<file path="config.mk">
export PLATFORM = sky130hd
export DESIGN_NAME = selftest_seq_top
export DESIGN_NICKNAME = d
export VERILOG_FILES = /design/src/rtl/selftest_seq_pkg.sv /design/src/rtl/seq_ctrl.sv /design/src/rtl/amp_route.sv /design/src/rtl/residue_path.sv /design/src/rtl/selftest_seq_top.sv
export SDC_FILE = /design/constraint.sdc
export NUM_CORES = 1
export LEC_CHECK = 0
export CAP_MARGIN = 15
export CORE_MARGIN = 2
export CORE_UTILIZATION = 30
export CTS_CLUSTER_SIZE = 20
export DETAILED_ROUTE_END_ITERATION = 12
export PLACE_DENSITY = 0.63
export SLEW_MARGIN = 20
export SYNTH_ARGS = -nofsm -noshare
export SYNTH_HDL_FRONTEND = slang
export SYNTH_SLANG_ARGS = --single-unit
</file>
<file path="constraint.sdc">
create_clock -name clk -period 2.4 [get_ports clk]
set_input_delay 0.36 -clock clk [delete_from_list [all_inputs] [get_ports clk]]
set_output_delay 0.36 -clock clk [all_outputs]
set_load 0.03 [all_outputs]
</file>
<file path="src/rtl/selftest_seq_pkg.sv">
package selftest_seq_pkg;

    localparam int DEC_W = 3;

    typedef enum logic [1:0] {
        PH_IDLE   = 2'd0,
        PH_SETTLE = 2'd1,
        PH_ARM    = 2'd2,
        PH_WAIT   = 2'd3
    } phase_t;

    typedef enum logic [1:0] {
        EST_OFFSET = 2'd0,
        EST_AMPL   = 2'd1,
        EST_POWER  = 2'd2,
        EST_NONE   = 2'd3
    } est_t;

    typedef enum logic [1:0] {
        RT_NONE = 2'd0,
        RT_CONV = 2'd1,
        RT_REF  = 2'd2,
        RT_DIFF = 2'd3
    } route_t;

    typedef struct packed {
        route_t route;
        est_t   est;
        logic   os_hold;
    } step_cfg_t;

    function automatic step_cfg_t step_cfg(input logic [1:0] s);
        step_cfg_t c;
        case (s)
            2'd0: begin c.route = RT_CONV; c.est = EST_OFFSET; c.os_hold = 1'b0; end
            2'd1: begin c.route = RT_CONV; c.est = EST_AMPL;   c.os_hold = 1'b1; end
            2'd2: begin c.route = RT_REF;  c.est = EST_AMPL;   c.os_hold = 1'b1; end
            default: begin c.route = RT_DIFF; c.est = EST_POWER; c.os_hold = 1'b1; end
        endcase
        return c;
    endfunction

    function automatic logic signed [DEC_W-1:0] bit_pm1(input logic b);
        return b ? DEC_W'(1) : -DEC_W'(1);
    endfunction

endpackage

</file>
<file path="src/rtl/seq_ctrl.sv">
module seq_ctrl
    import selftest_seq_pkg::*;
#(
    parameter int SETTLE_CYC = 512,
    parameter int FREQ_W     = 16
) (
    input  logic              clk,
    input  logic              rst,
    input  logic              start_i,
    input  logic              opt_en_i,
    input  logic [FREQ_W-1:0] freq_i,
    input  logic              ana_done_i,
    output logic [1:0]        step_o,
    output logic              busy_o,
    output logic              done_o,
    output logic              opt_o,
    output logic              gen_restart_o,
    output logic              arm_o,
    output logic              latch_o,
    output logic              cfg_load_o,
    output logic [FREQ_W-1:0] freq_o,
    output route_t            route_o,
    output est_t              est_o,
    output logic              hold_o
);
    localparam int CNT_W = (SETTLE_CYC > 2) ? $clog2(SETTLE_CYC) : 1;
    localparam logic [CNT_W-1:0] CNT_LAST = CNT_W'(SETTLE_CYC - 1);
    localparam logic [1:0] LAST_STEP = 2'd3;

    phase_t           phase_q;
    logic [1:0]       step_q;
    logic [CNT_W-1:0] cnt_q;
    logic             done_q;
    logic             opt_q;
    logic [FREQ_W-1:0] freq_q;
    logic [1:0]       step_nx;
    step_cfg_t        cfg;

    always_comb begin
        case (step_q)
            2'd0:    step_nx = 2'd1;
            2'd1:    step_nx = opt_q ? 2'd2 : 2'd3;
            default: step_nx = 2'd3;
        endcase
    end

    assign cfg_load_o = (phase_q == PH_IDLE) && start_i;
    assign latch_o    = (phase_q == PH_WAIT) && ana_done_i;

    always_ff @(posedge clk) begin
        if (rst) begin
            phase_q <= PH_IDLE;
            step_q  <= 2'd0;
            cnt_q   <= '0;
            done_q  <= 1'b0;
            opt_q   <= 1'b0;
            freq_q  <= '0;
        end else begin
            case (phase_q)
                PH_IDLE: begin
                    if (start_i) begin
                        phase_q <= PH_SETTLE;
                        step_q  <= 2'd0;
                        cnt_q   <= '0;
                        done_q  <= 1'b0;
                        opt_q   <= opt_en_i;
                        freq_q  <= freq_i;
                    end
                end
                PH_SETTLE: begin
                    if (cnt_q == CNT_LAST) phase_q <= PH_ARM;
                    else                   cnt_q   <= cnt_q + 1'b1;
                end
                PH_ARM: phase_q <= PH_WAIT;
                default: begin
                    if (ana_done_i) begin
                        cnt_q <= '0;
                        if (step_q == LAST_STEP) begin
                            phase_q <= PH_IDLE;
                            step_q  <= 2'd0;
                            done_q  <= 1'b1;
                        end else begin
                            phase_q <= PH_SETTLE;
                            step_q  <= step_nx;
                        end
                    end
                end
            endcase
        end
    end

    assign cfg           = step_cfg(step_q);
    assign busy_o        = (phase_q != PH_IDLE);
    assign step_o        = step_q;
    assign done_o        = done_q;
    assign opt_o         = opt_q;
    assign freq_o        = freq_q;
    assign gen_restart_o = (phase_q == PH_SETTLE) && (cnt_q == '0);
    assign arm_o         = (phase_q == PH_ARM);
    assign route_o       = busy_o ? cfg.route : RT_NONE;
    assign est_o         = busy_o ? cfg.est : EST_NONE;
    assign hold_o        = busy_o && cfg.os_hold;


    arm_after_settle_chk: assert property (@(posedge clk) disable iff (rst)
        arm_o |-> ($past(phase_q) == PH_SETTLE));


    restart_single_chk: assert property (@(posedge clk) disable iff (rst)
        gen_restart_o |=> !gen_restart_o);


    start_busy_ign_chk: assert property (@(posedge clk) disable iff (rst)
        (busy_o && start_i && !latch_o) |=> (busy_o && $stable(freq_o)));


    step_mono_chk: assert property (@(posedge clk) disable iff (rst)
        (busy_o && $past(busy_o)) |-> (step_q >= $past(step_q)));

endmodule

</file>
<file path="src/rtl/amp_route.sv">
module amp_route #(
    parameter int AMP_W = 16
) (
    input  logic             clk,
    input  logic             rst,
    input  logic             cfg_load_i,
    input  logic [AMP_W-1:0] amp_init_i,
    input  logic [AMP_W-1:0] amp_ext_i,
    input  logic             latch_i,
    input  logic [AMP_W-1:0] result_i,
    input  logic [1:0]       step_i,
    input  logic             busy_i,
    input  logic             opt_i,
    output logic [AMP_W-1:0] stim_amp_o,
    output logic [AMP_W-1:0] ref_amp_o
);
    logic [AMP_W-1:0] init_q, ext_q, gain_q, cal_q;

    always_ff @(posedge clk) begin
        if (rst) begin
            init_q <= '0;
            ext_q  <= '0;
            gain_q <= '0;
            cal_q  <= '0;
        end else if (cfg_load_i) begin
            init_q <= amp_init_i;
            ext_q  <= amp_ext_i;
            gain_q <= '0;
            cal_q  <= '0;
        end else if (latch_i) begin
            if (step_i == 2'd1) gain_q <= result_i;
            if (step_i == 2'd2) cal_q  <= result_i;
        end
    end

    always_comb begin
        stim_amp_o = '0;
        ref_amp_o  = '0;
        if (busy_i) begin
            case (step_i)
                2'd0, 2'd1: stim_amp_o = init_q;
                2'd2:       ref_amp_o  = init_q;
                default: begin
                    ref_amp_o  = gain_q;
                    stim_amp_o = opt_i ? cal_q : ext_q;
                end
            endcase
        end
    end


    opt_step_ref_chk: assert property (@(posedge clk) disable iff (rst)
        (busy_i && step_i == 2'd2) |-> (stim_amp_o == '0 && ref_amp_o == init_q));

endmodule

</file>
<file path="src/rtl/residue_path.sv">
module residue_path
    import selftest_seq_pkg::*;
#(
    parameter int REF_DLY = 2
) (
    input  logic                    clk,
    input  logic                    rst,
    input  route_t                  route_i,
    input  logic                    conv_bit_i,
    input  logic                    ref_bit_i,
    output logic signed [DEC_W-1:0] dec_o
);
    logic dly_q [REF_DLY];

    for (genvar i = 0; i < REF_DLY; i++) begin : g_dly
        if (i == 0) begin : g_head
            always_ff @(posedge clk) begin
                if (rst) dly_q[i] <= 1'b0;
                else     dly_q[i] <= ref_bit_i;
            end
        end else begin : g_tail
            always_ff @(posedge clk) begin
                if (rst) dly_q[i] <= 1'b0;
                else     dly_q[i] <= dly_q[i-1];
            end
        end
    end

    always_comb begin
        case (route_i)
            RT_CONV: dec_o = bit_pm1(conv_bit_i);
            RT_REF:  dec_o = bit_pm1(ref_bit_i);
            RT_DIFF: dec_o = bit_pm1(conv_bit_i) - bit_pm1(dly_q[REF_DLY-1]);
            default: dec_o = '0;
        endcase
    end


    diff_even_chk: assert property (@(posedge clk) disable iff (rst)
        (route_i == RT_DIFF) |-> (dec_o[0] == 1'b0));

    if (REF_DLY == 2) begin : g_dly_chk

        diff_align_chk: assert property (@(posedge clk) disable iff (rst)
            (route_i == RT_DIFF && conv_bit_i == $past(ref_bit_i, 2)) |-> (dec_o == '0));
    end

endmodule

</file>
<file path="src/rtl/selftest_seq_top.sv">
module selftest_seq_top
    import selftest_seq_pkg::*;
#(
    parameter int SETTLE_CYC = 512,
    parameter int FREQ_W     = 16,
    parameter int AMP_W      = 16,
    parameter int REF_DLY    = 2
) (
    input  logic              clk,
    input  logic              rst,
    input  logic              start_i,
    input  logic              opt_en_i,
    input  logic [FREQ_W-1:0] freq_i,
    input  logic [AMP_W-1:0]  amp_init_i,
    input  logic [AMP_W-1:0]  amp_ext_i,
    input  logic              conv_bit_i,
    input  logic              ref_bit_i,
    input  logic              ana_done_i,
    input  logic [AMP_W-1:0]  ana_result_i,
    output logic [1:0]        step_o,
    output logic              busy_o,
    output logic              done_o,
    output logic              gen_restart_o,
    output logic [FREQ_W-1:0] freq_o,
    output logic [AMP_W-1:0]  stim_amp_o,
    output logic [AMP_W-1:0]  ref_amp_o,
    output logic              ana_arm_o,
    output logic [1:0]        ana_mode_o,
    output logic              offset_hold_o,
    output logic [DEC_W-1:0]  dec_in_o
);
    logic   opt_w, latch_w, load_w;
    route_t route_w;
    est_t   est_w;
    logic signed [DEC_W-1:0] dec_w;

    seq_ctrl #(.SETTLE_CYC(SETTLE_CYC), .FREQ_W(FREQ_W)) u_ctrl (
        .clk(clk), .rst(rst), .start_i(start_i), .opt_en_i(opt_en_i),
        .freq_i(freq_i), .ana_done_i(ana_done_i), .step_o(step_o),
        .busy_o(busy_o), .done_o(done_o), .opt_o(opt_w),
        .gen_restart_o(gen_restart_o), .arm_o(ana_arm_o), .latch_o(latch_w),
        .cfg_load_o(load_w), .freq_o(freq_o), .route_o(route_w),
        .est_o(est_w), .hold_o(offset_hold_o)
    );

    amp_route #(.AMP_W(AMP_W)) u_amp (
        .clk(clk), .rst(rst), .cfg_load_i(load_w), .amp_init_i(amp_init_i),
        .amp_ext_i(amp_ext_i), .latch_i(latch_w), .result_i(ana_result_i),
        .step_i(step_o), .busy_i(busy_o), .opt_i(opt_w),
        .stim_amp_o(stim_amp_o), .ref_amp_o(ref_amp_o)
    );

    residue_path #(.REF_DLY(REF_DLY)) u_res (
        .clk(clk), .rst(rst), .route_i(route_w), .conv_bit_i(conv_bit_i),
        .ref_bit_i(ref_bit_i), .dec_o(dec_w)
    );

    assign ana_mode_o = est_w;
    assign dec_in_o   = dec_w;


    idle_quiet_chk: assert property (@(posedge clk) disable iff (rst)
        !busy_o |-> (stim_amp_o == '0 && ref_amp_o == '0 && dec_in_o == '0));

endmodule

</file>
---- After elaboration in Yosys (flattened, before gate mapping) ----
Memory sizes are Yosys's and may differ from the RTL's.
Cells that the tools add are included.
word-level totals
  word-level logic and storage cells ...... 88
  input port bits ......................... 71
  memories ................................ 1
  memory bits (writable) .................. 2
  register bits after elaboration ......... 95
  output and inout bits ................... 60
operators by class
  reduce and logical (&&, ||, !) cells .... 22
  eq/ne operators ......................... 13
  mux-type cells .......................... 36
  $add $sub $neg .......................... 2
  bitwise logic cells ..................... 4
memory list
  memory       depth  width  rd ports  clocked after memory_dff  wr ports  RTL line            RTL
  u_res.dly_q  2      1      2         0                         2         residue_path.sv:13  logic dly_q [REF_DLY];
operator list
  kind                                                             count
  16-bit one-hot mux with 2 select lines                           2
  16-bit two-way mux                                               3
  9-bit two-way mux                                                3
  9-bit one-hot mux with 3 select lines                            1
  2-bit two-way mux                                                8
  5-bit one-hot mux with 3 select lines                            1
  2-bit == test, second input constant                             6
  1-bit two-way mux                                                10
  9-bit by 1-bit adder with 9-bit output, second input constant    1
  9-bit == test, second input constant                             1
  9-bit zero test                                                  1
  3-bit two-way mux                                                3
  3-bit one-hot mux with 3 select lines                            1
  2-bit one-hot mux with 2 select lines                            2
  4-bit AND reduction                                              2
  2-bit by 1-bit == test with 1-bit output, second input constant  3
  2-bit one-hot mux with 3 select lines                            1
  2-bit AND reduction                                              3
  3-bit AND reduction                                              2
  2-bit nonzero test                                               3
  2-bit OR reduction                                               3
  1-bit logical AND                                                4
  2-bit zero test                                                  2
  2-bit != test, second input constant                             2
  other kinds (7)                                                  9

---- Longest topological paths before layout ----
  word-level depth ........................ 5
  depth in mapped cells ................... 10
  depth with buffers taken out ............ 8

---- Hierarchy ----
A second synthesis with hierarchy kept.
unflattened totals
  cell total of the unflattened synthesis .. 508
  area, all modules ....................... 4,880.9 um2
by module, submodules not included
  module        sequential area each (um2)  times used  cells each  area each (um2)
  amp_route     1,281.2                     1           305         3,204.3
  seq_ctrl      620.6                       1           185         1,512.7
  residue_path  40.0                        1           18          163.9

---- Worst setup path before layout ----
Ideal clock, no wire load.
  path kind ............................... flip-flop to output port
  start point ............................. register u_ctrl.step_q[0], in the netlist u_ctrl.step_o[0]
  end point ............................... output dec_in_o[1]
  path slack .............................. -0.387 ns
  buffers on the path ..................... 2
  arrival ................................. 2.427 ns
  stages on the path, launching flop included .. 10
  data required time ...................... 2.040 ns
  path through ............................ dfxtp_1 inv_1 ha_1 clkbuf_1 clkbuf_1 or2_2 inv_1 ha_1 nand2b_1 a21oi_1
on the way
  word-level cells in the longest chain between the ends .. 5
  elaborated cells between the ends (all ways) .. 9
  classes of those cells .................. eq/ne (5); mux (3); reduce/logical (1)
ends and longest elaborated chain
  item                                                                       RTL line                RTL
  from (decl)                                                                seq_ctrl.sv:31          logic [1:0] step_q;
  from (signal assigned)                                                     seq_ctrl.sv:84          step_q <= step_nx;
  2-bit == test, or another cell as far along                                selftest_seq_pkg.sv:34  case (s)
  5-bit one-hot mux with 3 select lines (*)                                  selftest_seq_pkg.sv:34
  2-bit two-way mux (*)                                                      seq_ctrl.sv:100         assign route_o = busy_o ? cfg.route : RT_NONE;
  2-bit == test or 2-bit by 1-bit == test with 1-bit output (tied branches)  residue_path.sv:30      case (route_i)
  3-bit one-hot mux with 3 select lines (*)                                  residue_path.sv:30
  to (decl)                                                                  selftest_seq_top.sv:30  output logic [DEC_W-1:0] dec_in_o
Mark *: on every way between the ends. The rest lies on a longest branch, timed or not.

---- Final worst setup path ----
  start point ............................. register u_ctrl.cnt_q[0]
  end point ............................... register u_ctrl.cnt_q[3]
on the way
  word-level cells in the longest chain between the ends .. 3
  elaborated cells between the ends (all ways) .. 6
  classes of those cells .................. add/sub (1); eq/ne (2); mux (2); reduce/logical (1)
ends and longest elaborated chain
  item                                                                          RTL line                        RTL
  from (decl)                                                                   seq_ctrl.sv:32                  logic [CNT_W-1:0] cnt_q;
  from (signal assigned)                                                        seq_ctrl.sv:72                  else cnt_q <= cnt_q + 1'b1;
  9-bit by 1-bit adder with 9-bit output or 9-bit == test (tied branches)       seq_ctrl.sv:72, seq_ctrl.sv:71
  9-bit two-way mux or 2-bit != test (tied branches)                            --
  9-bit one-hot mux with 3 select lines or 4-bit AND reduction (tied branches)  --
Several ways; a longest one is shown, not always the timed one. The select of a mux whose other input is x is not followed.
A chain may end at the register's enable or synchronous reset.

==> impl_summary.txt <==
----------------------------------------------------
[Layout]
  Fill cell instance count of the final layout ... 1562
  Post-route design area ... 6489 um2
  Net total in the final layout ... 835
  Final core utilization ... 43.16%
  Signed area change from the synthesized netlist to the final layout ... 42.08%
  Share of cells above drive strength 1 ... 15.60%
  Count of placed standard cells in the final layout, fillers left out ... 940

[Hold path]
  Class of the tightest hold or removal check ... flop to flop

[Yosys]
  Number of warning messages in the yosys log ... 0
  Xor/xnor cell area share of the yosys netlist ... 0%
  Average cell area after synthesis ... 7.402 um2
  Top FF cell, synth ... sky130_fd_sc_hd__dfxtp_1
  Share of the synthesized area in compound gates (AO/OA/AOI/OAI) ... 16.93%
  Synth Area in Simple Gates ... 25.04%
  Count of state elements after synthesis ... 97
  Post-Synthesis Cell Area ... 4567 um2
  Number of enable flip-flop cells after synthesis ... 0
  Dominant combinational cell family by area after synthesis ... simple AND/OR/NAND/NOR gates
  Synth Area in Adders ... 5.205%
  Netlist cell types ... 34
  Number of instances in the synthesized netlist ... 617
  Synthesized net count ... 707
  Mux contribution to synthesized area ... 5.041%
  Async set or reset register ratio after synthesis ... 0%
  Proportion of synthesized chip area in sequential cells ... 42.52%

[Timing]
  Final Max Slew Viols ... 0
  Achievable Freq ... 436.7 MHz
  Number of failing hold endpoints at the final stage ... 0
  Fin Setup TNS ... 0 ns
  Share of the clock period used by the worst path after layout ... 95.42%
  Min setup slack post-route ... 0.1100 ns
  Setup violators final ... 0
  Clk_skew ... 0.008489 ns
  Measured slew at the worst slew-check pin ... 0.6207 ns
  Post-route minimum period ... 2.290 ns
  Max-slew headroom at the worst pin ... 58.50%
  Worst hold margin ... 0.4455 ns

[Floorplan]
  Die Wd ... 127.4 um
  Starting Density ... 30.38%
  Number of top-level pins ... 131
  Core area ... 15030 um2
  Die area ... 16230 um2
  Number of placement rows ... 45
  Chip Height ... 127.4 um

[Clock network]
  Max clock buf depth ... 2
  Clock sink count ... 97
  Clock-pin slew reported for the worst setup and hold paths after clock tree synthesis ... 0.07 ns
  Number of buffers added by the clock tree synthesis step ... 9
  Clock latency on the worst-skew pair ... 0.34 ns
  H-Tree Level Count ... 3
  Number of buffers inserted for hold repair after clock tree synthesis ... 0
  Clock tree root buffer cell ... sky130_fd_sc_hd__clkbuf_16
  TritonCTS clock tree ... yes

[Power and ir drop]
  Clock network fraction of total power ... 22.7%
  Fraction of power spent switching nets ... 40.65%
  Final Total Pwr ... 6.114 mW
  Power Internal ... 3.628 mW
  Combinational group share of total power ... 45.7%
  Net switching power figure ... 2.485 mW
  Pwr Density ... 942.2 nW/um2
  Leakage power figure ... 2.484 nW
  Sequential group share of total power ... 31.6%
  VDD IR max ... 0.4147 mV

[Routing]
  Detail-routed net length per standard cell ... 14.73 um
  TritonRoute pass-1 iters ... 4
  DRC violation count after routing ... 0
  Count of nets left with antenna violations after detail routing ... 0
  Via density per instance ... 4.726
  Detailed-route via count ... 4442
  Sum of routed wire length over all layers ... 13850 um
  Violation count after the first detailed-routing iteration ... 241

[Place]
  Placed instance area ... 6088 um2
  HPWL after detailed placement ... 9764 um
  Final GP Congestion ... 0.8441
  Cells after DPL ... 919
  Number of I/O port buffers ... 130
  Worst slack, placed ... -0.02440 ns

[Global route]
  Global-route wire length before repair ... 21900 um
  Initial antenna violation count ... 3
  Total routing resource utilization after global routing ... 17.03%
  Pin count of the biggest net entering global routing ... 39
  Number of global-route vias before repair ... 4198
  Total overflow reported by the global router ... 0

[Worst setup path]
  Worst path arrival time ... 2.56 ns
  Critical path capture point type ... flop
  Worst setup SP type ... flop
  Largest fanout on the critical path ... 7
  Crit path required time ... 2.67 ns
  Crit Path Category ... flop to flop

[Job]
  Maximum capacitance violations ... 0

[Status]
  Status ... finished, final reports clean

----------------------------------------------------
## power by group through the flow
| stage | Clock [mW] | Sequential (mW) | Combinational (mW) |
|---|---|---|---|
| after floorplan | 0 | 2.07 | 1.59 |
| final | 1.39 | 1.93 | 2.79 |
| after detailed placement | 0 | 1.96 | 2.70 |
| after global placement | 0 | 1.95 | 2.69 |
| after global routing | 1.49 | 1.95 | 3.05 |
| after CTS | 1.43 | 1.92 | 2.76 |
## registers in the layout, indices dropped and copies added (netlist names), 9 cells and up
register and cells:
u_ctrl.cnt_q 9, u_amp.gain_q 16, u_amp.init_q 16, u_amp.ext_q 16, u_amp.cal_q 16, u_ctrl.freq_o 16
## layer usage
metal  vias up  wire length, um  GRT usage (%)
met5         -               14              0
li1       2308                -              -
met2        92             6295          26.14
met3         6              984          5.863
met1      2034             6485          22.91
met4         2               68          4.460
## final timing paths
kind / endpoint / slack [ns] / from / depth (start not counted)
worst max-delay path: u_ctrl.cnt_q[3] / 0.11 / u_ctrl.cnt_q[0] / 8
worst min-delay path: u_res.dly_q[1] / 0.45 / u_res.dly_q[0] / 1
worst max register to register: u_ctrl.cnt_q[3] / 0.11 / u_ctrl.cnt_q[0] / 8
worst min register to register: u_res.dly_q[1] / 0.45 / u_res.dly_q[0] / 1
## cells in the mapped netlist, types with 3 or more instances
master	count	area share, %
sky130_fd_sc_hd__nor2b_1	4	0.55
sky130_fd_sc_hd__nand2_1	185	15
sky130_fd_sc_hd__ha_1	19	5.2
sky130_fd_sc_hd__or2_2	3	0.41
sky130_fd_sc_hd__nor4_1	3	0.41
sky130_fd_sc_hd__buf_1	3	0.25
sky130_fd_sc_hd__clkbuf_1	40	3.3
sky130_fd_sc_hd__o31ai_1	3	0.49
sky130_fd_sc_hd__a22oi_1	17	2.8
sky130_fd_sc_hd__mux2_2	16	3.9
sky130_fd_sc_hd__nand3_1	6	0.66
sky130_fd_sc_hd__and3_1	5	0.68
sky130_fd_sc_hd__inv_1	13	1.1
sky130_fd_sc_hd__nor3_1	3	0.33
sky130_fd_sc_hd__dfxtp_1	97	43
sky130_fd_sc_hd__nand2b_1	3	0.41
sky130_fd_sc_hd__nor2_1	62	5.1
sky130_fd_sc_hd__a21oi_1	110	12
sky130_fd_sc_hd__mux2i_1	5	1.1
## repair_timing
item	CTS	global route
gates cloned	1	1
pin swaps	2	6
setup buffers	0	1
setup endpoints to repair	30	18
gates resized for setup	29	21
hold endpoints to repair	0	0
## cell families after synthesis
kind of cell	count (synthesis)
AOI/OAI and AO/OA	139
adders and majority gates	19
buffers and inverters	59
DFF	97
muxes	21
and+or+nand+nor	282
## layout by cell type, fill, tap and decap left out, drive strengths merged
cell type        n
a2111o           1
nand2          185
o31ai            3
nor2b            4
nor3b            1
mux2            16
clkinv           1
clkinvlp         2
o21ai            2
dlygate4sd2      8
nand2b           3
buf             59
clkdlybuf4s50   91
a311oi           2
a211oi           1
or2              3
clkdlybuf4s15    2
inv             16
a32oi            1
nor2            62
dfxtp           97
nand3b           1
ha              19
or3              2
a22oi           17
clkbuf          13
mux2i            5
and3             5
nor3             4
diode            2
a2111oi          1
a21oi          110
nor4             3
a221oi           1
nand3            6
and2             1
or4              2
## critical path, stage by stage, from the launching register on
cell	delay [ns]
sky130_fd_sc_hd__dfxtp_1	0.33
sky130_fd_sc_hd__ha_1	0.23
sky130_fd_sc_hd__and3_1	0.20
sky130_fd_sc_hd__and3_1	0.16
sky130_fd_sc_hd__ha_1	0.20
sky130_fd_sc_hd__a2111o_1	0.46
sky130_fd_sc_hd__buf_4	0.19
sky130_fd_sc_hd__or3_1	0.30
sky130_fd_sc_hd__a21oi_1	0.15
## area by class of cell
class	instances	area, um2	area share (%)
Tap cell	188	235.2	3.625
Sequential cell	97	1948	30.02
Multi-Input combinational cell	461	2471	38.08
Antenna cell	2	5.005	0.07713
Timing Repair Buffer	163	1501	23.14
Clock buffer	10	229.0	3.529
Inverter	13	48.80	0.7520
Clock inverter	6	50.05	0.7713
No activity file was read; power rests on OpenSTA's default activity.
